<file path="config.mk">
export PLATFORM = sky130hd
export DESIGN_NAME = search_top
export DESIGN_NICKNAME = d
export VERILOG_FILES = /design/src/rtl/search_pkg.sv /design/src/rtl/search_table.sv /design/src/rtl/search_ctrl.sv /design/src/rtl/search_result.sv /design/src/rtl/search_top.sv
export SDC_FILE = /design/constraint.sdc
export NUM_CORES = 1
export LEC_CHECK = 0
export BUFFER_PORTS_ARGS = -buffer_cell sky130_fd_sc_hd__buf_2
export CAP_MARGIN = 10
export CORE_MARGIN = 3
export CORE_UTILIZATION = 55
export DETAILED_ROUTE_END_ITERATION = 16
export HOLD_SLACK_MARGIN = 0.15
export PLACE_DENSITY_LB_ADDON = 0.25
export SLEW_MARGIN = 20
export SYNTH_ARGS = -nofsm -noshare
export SYNTH_HDL_FRONTEND = slang
export SYNTH_SLANG_ARGS = --single-unit
</file>
<file path="constraint.sdc">
create_clock -name clk -period 3.6 [get_ports clk]
set_input_delay 0.72 -clock clk [delete_from_list [all_inputs] [get_ports clk]]
set_output_delay 0.72 -clock clk [all_outputs]
set_load 0.05 [all_outputs]
</file>
<file path="src/rtl/search_pkg.sv">
package search_pkg;

  typedef enum logic [0:0] {
    ST_IDLE = 1'b0,
    ST_SCAN = 1'b1
  } scan_state_t;

endpackage

</file>
<file path="src/rtl/search_table.sv">
module search_table #(
  parameter int DATA_W = 16,
  parameter int DEPTH  = 32,
  parameter int IDX_W  = $clog2(DEPTH)
) (
  input  logic              clk,
  input  logic              we,
  input  logic [IDX_W-1:0]  waddr,
  input  logic [DATA_W-1:0] wdata,
  input  logic [IDX_W-1:0]  raddr,
  output logic [DATA_W-1:0] rdata
);

  logic [DATA_W-1:0] mem_q [DEPTH];

  always_ff @(posedge clk) begin
    if (we) begin
      mem_q[waddr] <= wdata;
    end
  end

  // Asynchronous read keeps compare and advance inside one cycle.
  assign rdata = mem_q[raddr];

endmodule

</file>
<file path="src/rtl/search_ctrl.sv">
module search_ctrl
  import search_pkg::*;
#(
  parameter int DATA_W = 16,
  parameter int DEPTH  = 32,
  parameter int IDX_W  = $clog2(DEPTH),
  parameter int LEN_W  = $clog2(DEPTH + 1)
) (
  input  logic              clk,
  input  logic              rst,
  input  logic              start,
  input  logic [DATA_W-1:0] key,
  input  logic [LEN_W-1:0]  len,
  input  logic [DATA_W-1:0] rd_data,
  output logic [IDX_W-1:0]  rd_addr,
  output logic              accept,
  output logic              hit,
  output logic              exhaust
);

  localparam logic [LEN_W-1:0] LEN_MAX = LEN_W'(DEPTH);

  scan_state_t       state_q;
  logic [IDX_W-1:0]  idx_q;
  logic [DATA_W-1:0] key_q;
  logic [LEN_W-1:0]  len_q;
  logic [LEN_W-1:0]  len_eff;
  logic              last_entry;

  assign len_eff    = (len > LEN_MAX) ? LEN_MAX : len;
  assign accept     = (state_q == ST_IDLE) && start;
  assign rd_addr    = idx_q;
  assign last_entry = (LEN_W'(idx_q) + LEN_W'(1)) == len_q;
  assign hit        = (state_q == ST_SCAN) && (rd_data == key_q);
  assign exhaust    = ((state_q == ST_SCAN) && !hit && last_entry) ||
                      (accept && (len_eff == '0));

  always_ff @(posedge clk) begin
    if (rst) begin
      state_q <= ST_IDLE;
      idx_q   <= '0;
      key_q   <= '0;
      len_q   <= '0;
    end else begin
      case (state_q)
        ST_IDLE: begin
          if (start) begin
            key_q <= key;
            len_q <= len_eff;
            idx_q <= '0;
            if (len_eff != '0) begin
              state_q <= ST_SCAN;
            end
          end
        end
        ST_SCAN: begin
          if (hit || last_entry) begin
            state_q <= ST_IDLE;
          end else begin
            idx_q <= idx_q + IDX_W'(1);
          end
        end
        default: state_q <= ST_IDLE;
      endcase
    end
  end

  // consecutive scan cycles advance the index by exactly one
  assert_idx_step_R2: assert property (@(posedge clk) disable iff (rst)
    (state_q == ST_SCAN && $past(state_q) == ST_SCAN) |-> (idx_q == $past(idx_q) + IDX_W'(1)));

  // every probed entry lies below the captured length, which is at most DEPTH
  assert_probe_in_range_R6: assert property (@(posedge clk) disable iff (rst)
    (state_q == ST_SCAN) |-> (LEN_W'(idx_q) < len_q && len_q <= LEN_MAX));

  // a start during a scan leaves the captured key untouched
  assert_busy_start_ignored_R7: assert property (@(posedge clk) disable iff (rst)
    (state_q == ST_SCAN && start) |=> $stable(key_q) && $stable(len_q));

endmodule

</file>
<file path="src/rtl/search_result.sv">
module search_result #(
  parameter int IDX_W = 5
) (
  input  logic             clk,
  input  logic             rst,
  input  logic             accept,
  input  logic             hit,
  input  logic             exhaust,
  input  logic [IDX_W-1:0] idx,
  output logic             done,
  output logic             found,
  output logic [IDX_W-1:0] match_idx
);

  always_ff @(posedge clk) begin
    if (rst) begin
      done      <= 1'b0;
      found     <= 1'b0;
      match_idx <= '0;
    end else begin
      done <= hit || exhaust;
      if (accept) begin
        found     <= 1'b0;
        match_idx <= '0;
      end else if (hit) begin
        found     <= 1'b1;
        match_idx <= idx;
      end
    end
  end

  // found only rises together with the end-of-search pulse
  assert_found_with_done_R3: assert property (@(posedge clk) disable iff (rst)
    $rose(found) |-> done);

  // a finished miss reports index zero
  assert_miss_index_zero_R4: assert property (@(posedge clk) disable iff (rst)
    (done && !found) |-> (match_idx == '0));

  // result is held between searches unless a new one is accepted
  assert_result_hold_R8: assert property (@(posedge clk) disable iff (rst)
    (!$past(accept) && !$past(hit)) |-> ($stable(found) && $stable(match_idx)));

endmodule

</file>
<file path="src/rtl/search_top.sv">
module search_top #(
  parameter int DATA_W = 16,
  parameter int DEPTH  = 32,
  parameter int IDX_W  = $clog2(DEPTH),
  parameter int LEN_W  = $clog2(DEPTH + 1)
) (
  input  logic              clk,
  input  logic              rst,
  input  logic              tbl_we,
  input  logic [IDX_W-1:0]  tbl_waddr,
  input  logic [DATA_W-1:0] tbl_wdata,
  input  logic              start,
  input  logic [DATA_W-1:0] key,
  input  logic [LEN_W-1:0]  tbl_len,
  output logic              done,
  output logic              found,
  output logic [IDX_W-1:0]  match_idx
);

  logic [IDX_W-1:0]  rd_addr;
  logic [DATA_W-1:0] rd_data;
  logic              accept;
  logic              hit;
  logic              exhaust;

  search_table #(
    .DATA_W (DATA_W),
    .DEPTH  (DEPTH),
    .IDX_W  (IDX_W)
  ) u_table (
    .clk   (clk),
    .we    (tbl_we),
    .waddr (tbl_waddr),
    .wdata (tbl_wdata),
    .raddr (rd_addr),
    .rdata (rd_data)
  );

  search_ctrl #(
    .DATA_W (DATA_W),
    .DEPTH  (DEPTH),
    .IDX_W  (IDX_W),
    .LEN_W  (LEN_W)
  ) u_ctrl (
    .clk     (clk),
    .rst     (rst),
    .start   (start),
    .key     (key),
    .len     (tbl_len),
    .rd_data (rd_data),
    .rd_addr (rd_addr),
    .accept  (accept),
    .hit     (hit),
    .exhaust (exhaust)
  );

  search_result #(
    .IDX_W (IDX_W)
  ) u_result (
    .clk       (clk),
    .rst       (rst),
    .accept    (accept),
    .hit       (hit),
    .exhaust   (exhaust),
    .idx       (rd_addr),
    .done      (done),
    .found     (found),
    .match_idx (match_idx)
  );

  // outputs are cleared in the cycle after reset is sampled
  assert_reset_clear_R1: assert property (@(posedge clk)
    rst |=> (!done && !found && match_idx == '0));

endmodule

</file>
### Word-level counts from Yosys, hierarchy flattened

Memories as Yosys holds them, arrays and structs flattened. A register that Yosys moved wholly into a read port is not among the register bits.
Cells that the tools add are included.
W data, S select, Z words.

* memory bits (writable): 512
* logic and storage cells: 42
* register bits: 35
* memories kept: 1
* output and inout port bits: 7

* muxes and demuxes: 12
* reduce and logical (&&, ||, !) cells: 14
* eq/ne operators: 4
* add/sub/neg operators: 2
* order comparisons: 1
* bitwise logic cells: 1

Memories
* u_table.mem_q: depth 32, bits a word 16, read ports 1, clocked after Yosys merged registers in 1, wr ports 1, line search_table.sv:14 `logic [DATA_W-1:0] mem_q [DEPTH];`

Operators with widths (number)
* $mux W5: 4
* $eq A16 B16 Y1: 1
* $pmux W5 S2: 1
* $add A5 B1 Y6 const B: 1
* $eq A6 B6 Y1: 1
* $gt A6 B6 Y1 const B: 1
* $logic_not A6 Y1: 1
* $mux W6: 1
* $reduce_bool A6 Y1: 1
* $add A5 B1 Y5 const B: 1
* $logic_and A1 B1 Y1: 5
* $mux W1: 5
* $ne A2 B2 Y1 const B: 2
* $reduce_and A2 Y1: 2
* $logic_or A1 B1 Y1: 3
* $pmux W1 S2: 1
* $reduce_or A2 Y1: 1
* $logic_not A1 Y1: 1
* $not A1 Y1: 1

### Longest topological paths before layout

* depth in word-level cells: 7
* mapped depth: 14

### Modules after synthesis

From an unflattened synthesis, not the netlist that was laid out.

* cells, all modules: 1325
* area total of the unflattened synthesis: 21877.2 µm²

By module, submodules not included
* search_table: sequential area each 15374.7 µm², cells each 1127, area an instance 20215.6 µm², instances 1
* search_ctrl: sequential area each 560.5 µm², cells each 174, area an instance 1421.4 µm², instances 1
* search_result: sequential area each 140.1 µm², cells each 24, area an instance 240.2 µm², instances 1

### Worst setup path before layout

OpenSTA, ideal clock, no wires.

* path kind: register to register
* start: reg with a tool-made name
* end: reg u_result.match_idx[0]
* path buffers: 2
* setup slack: 0.616 ns
* data arrival time: 2.912 ns
* data required time: 3.528 ns
* period minus slack after synthesis: 2.984 ns
* stages on the path, launching flop included: 12
* path through: dfxtp_1 > buf_2 > buf_2 > mux4_2 > mux4_2 > mux2i_1 > xor2_1 > nand3_1 > nor3_2 > nand4_2 > nor3_4 > mux2i_1

RTL lines
* to (signal assigned): line search_result.sv:27 `match_idx <= idx;`
* to (decl): line search_result.sv:12 `output logic [IDX_W-1:0] match_idx`

==> results_dict.tcl <==
set metrics [dict create \
    power_density_mw_per_mm2 534 \
    power.total_w 0.0134 \
    final_common_cell "edfxtp_1" \
    netlist_area_mm2 0.0216 \
    dpl_worst_slack_ns -0.0120 \
    drive_gt1_share_pct 28.1 \
    finalCriticalPeriod_ns 3.40 \
    period_share_pct 94.5 \
    hold_path.class "input port to flip-flop" \
    core-area_mm2 0.0382 \
    crit_type "flip-flop to flip-flop" \
    die-width_um 204 \
    startpoint_type "flip-flop" \
    crit_required_ns 4.10 \
    cts_tree "built" \
    hold_violations 0 \
    wire_per_inst_um 28.3 \
    grt_max_degree 33 \
    crit_path_end_kind "flip-flop" \
    fillers 2549 \
    hold_start "key[12]" \
    clk_latency_ns 0.60 \
    ios 54 \
    p_leak_nw 8.00 \
    avgSynthCellArea_um2 18.6 \
    synthFlopType "edfxtp_1" \
    status "finished, final reports clean" \
    globalplace.congestion 0.848 \
    finalSetupViolations 0 \
    ys_seq_area_share_pct 74.8 \
    rr_worst_depth 11 \
    initial_core_util_pct 56.6 \
    relSlewSlack_pct 51.2 \
    multiInputGateArea_mm2 0.00523 \
    grt_usage_pct 25.8 \
    ys_ff_latch 552 \
    skew_ns 0.0212 \
    final_cell_mix "edfxtp_1, mux2i_1, mux4_2, buf_4, nand2_1" \
    ys_types 52 \
    fmax_ghz 0.294 \
    drc 0 \
    drv_cap 0 \
    grt_pass1_wl_um 77500 \
    drtPass1Iterations 5 \
    worstPathMaxFanout 13 \
    vias 11800 \
    rsz0062_at_grt "no" \
    dp_hpwl_um 32500 \
    syn2layout_area_growth_pct 15.7 \
    cp.arrival_ns 3.91 \
    clock-sinks 552 \
    synthCells 1164 \
    clock_path_buffers 3 \
    ctsHoldBuffers 0 \
    synth_edf_count 512 \
    routed_wl_um 52800 \
    slew_viol_final 0 \
    htreeDepth 2 \
    async_reset_ff_share_pct 0 \
    grt_pass1_vias 11600 \
    final_nets 1360 \
    reg2reg_setup_slack_ns 0.20 \
    die_area_mm2 0.0417 \
    ff_latch_area_mm2 0.0162 \
    die_height_um 204 \
    clkTransAtPathRegs_ns 0.06 \
    cts_buffers 54 \
    placed_cells 1766 \
    synthesis.nets 1212 \
    portBuffers 53 \
    worst_slew_pin_slew_ns 0.731 \
    overflow 0 \
    drt-initial-drc-count 1443 \
    fp-row-count 71 \
    final_antenna_net_count 0 \
    cts-root-buf "clkbuf_16" \
    viasPerCell 6.32 \
    yosys_warnings 0 \
    peakVddDrop_mv 0.489 \
    antenna_found_initial 3 \
    worst_slack_ns 0.198 \
    stdcell_count 1866 \
]
[cell type report]
cell class | instances | area share, %
flip-flops and latches | 552 | 64.7
inverters | 5 | 0.0750
diodes | 1 | 0.0100
well taps | 511 | 2.55
clock inverters | 22 | 0.790
repair buffers | 150 | 4.72
clock buffers | 76 | 6.26
multi-input cells | 549 | 20.9
[Yosys cell counts, drive strengths merged, types with 2 or more instances]
master  number  area, um2
o221ai       2       17.5
or3b         2       17.5
dfxtp       40        801
xor2        10       87.6
a21oi       37        185
inv          4       15.0
and3         8       50.1
clkbuf      20       75.1
o21a         3       22.5
nand2       75        282
nand4        6       43.8
mux4        85       1910
and2         4       25.0
xnor2        8       70.1
o22ai        4       25.0
a22o         6       52.6
or2          4       25.0
nand3       23        115
mux2i      109       1090
o211ai       6       45.0
nor4         2       12.5
nor3         4       36.3
or3          2       12.5
o32ai        2       17.5
buf         38        216
mux2        21        236
nand2b       2       12.5
nor2b        9       56.3
nor2        43        161
a31oi        8       50.1
edfxtp     512      15400
o21ai       12       63.8
a22oi       33        248
nand3b      10       75.1
[state kept, by name, indices dropped and copies added (netlist names), named ones only]
name,flops
u_table.mem_q,512
u_ctrl.key_q,16
u_ctrl.len_q,6
u_ctrl.rd_addr,5
u_result.match_idx,5
u_ctrl.state_q,1
u_result.done,1
u_result.found,1
[metal layers]
layer	GRT usage [%]	vias to the layer above	part of all wire (%)
met1	37.2	6031	40
met5	0	-	0.047
li1	-	4981	-
met2	39.9	646	47
met3	5.24	124	9.6
met4	8.65	4	3.4
[power breakdown]
part / internal [W] / switching, W / total (W)
Combinational: 0.000271 / 0.000381 / 0.000652
Sequential: 0.00709 / 0.0000544 / 0.00715
Clock: 0.00330 / 0.00228 / 0.00557
Total: 0.0107 / 0.00271 / 0.0134
[worst min-delay path by stage]
stage | end | slack [ns] | cells past startpoint
final | u_ctrl.key_q[12] | 0.37 | 3
after global placement | u_result.match_idx[2] | 0.44 | 2
after floorplan | u_ctrl.len_q[1] | 0.44 | 2
after global routing | u_ctrl.key_q[12] | 0.36 | 3
after CTS | u_ctrl.key_q[5] | 0.34 | 3
after detailed placement | u_result.match_idx[1] | 0.45 | 2
[per-stage QoR]
| stage | TNS, ns | hold WS (ns) | instance area [um2] | util (%) |
|---|---|---|---|---|
| global route | 0 | 0.363 | 25000 | 65.5 |
| CTS | 0 | 0.343 | 25000 | 65.5 |
| detailed placement | -0.0292 | 0.448 | 23200 | 60.8 |
| finish | 0 | 0.373 | 25000 | 65.5 |
| global placement | 0 | 0.443 | 23200 | 60.8 |
| floorplan | 0 | 0.444 | 21600 | - |
[critical path: stages (launching register included)]
cell and delay, ns:
dfxtp_4 0.53, buf_12 0.21, mux4_2 0.50, mux2_2 0.28, a22oi_1 0.23, nand3_1 0.19
xor2_1 0.20, a311oi_2 0.36, nand4_2 0.13, buf_4 0.18, o21ai_4 0.21, mux2i_1 0.26
[what timing repair did]
| item | in CTS | in global routing |
|---|---|---|
| endpoints found under the setup margin | 6 | 12 |
| cloned | 0 | 0 |
| pin swaps | 0 | 1 |
| resized for setup | 1 | 2 |
| setup buffers | 0 | 1 |
[logic make-up after synthesis]
logic type | count (synthesis) | synth area share [%]
flops | 552 | 74.8
simple gates | 194 | 4.28
compound gates | 121 | 3.69
buf+inv | 63 | 1.44
fa+ha+maj | 1 | 0.0579
xor+xnor | 18 | 0.729
mux | 215 | 15.0
Power figures use the tool's default switching activity.
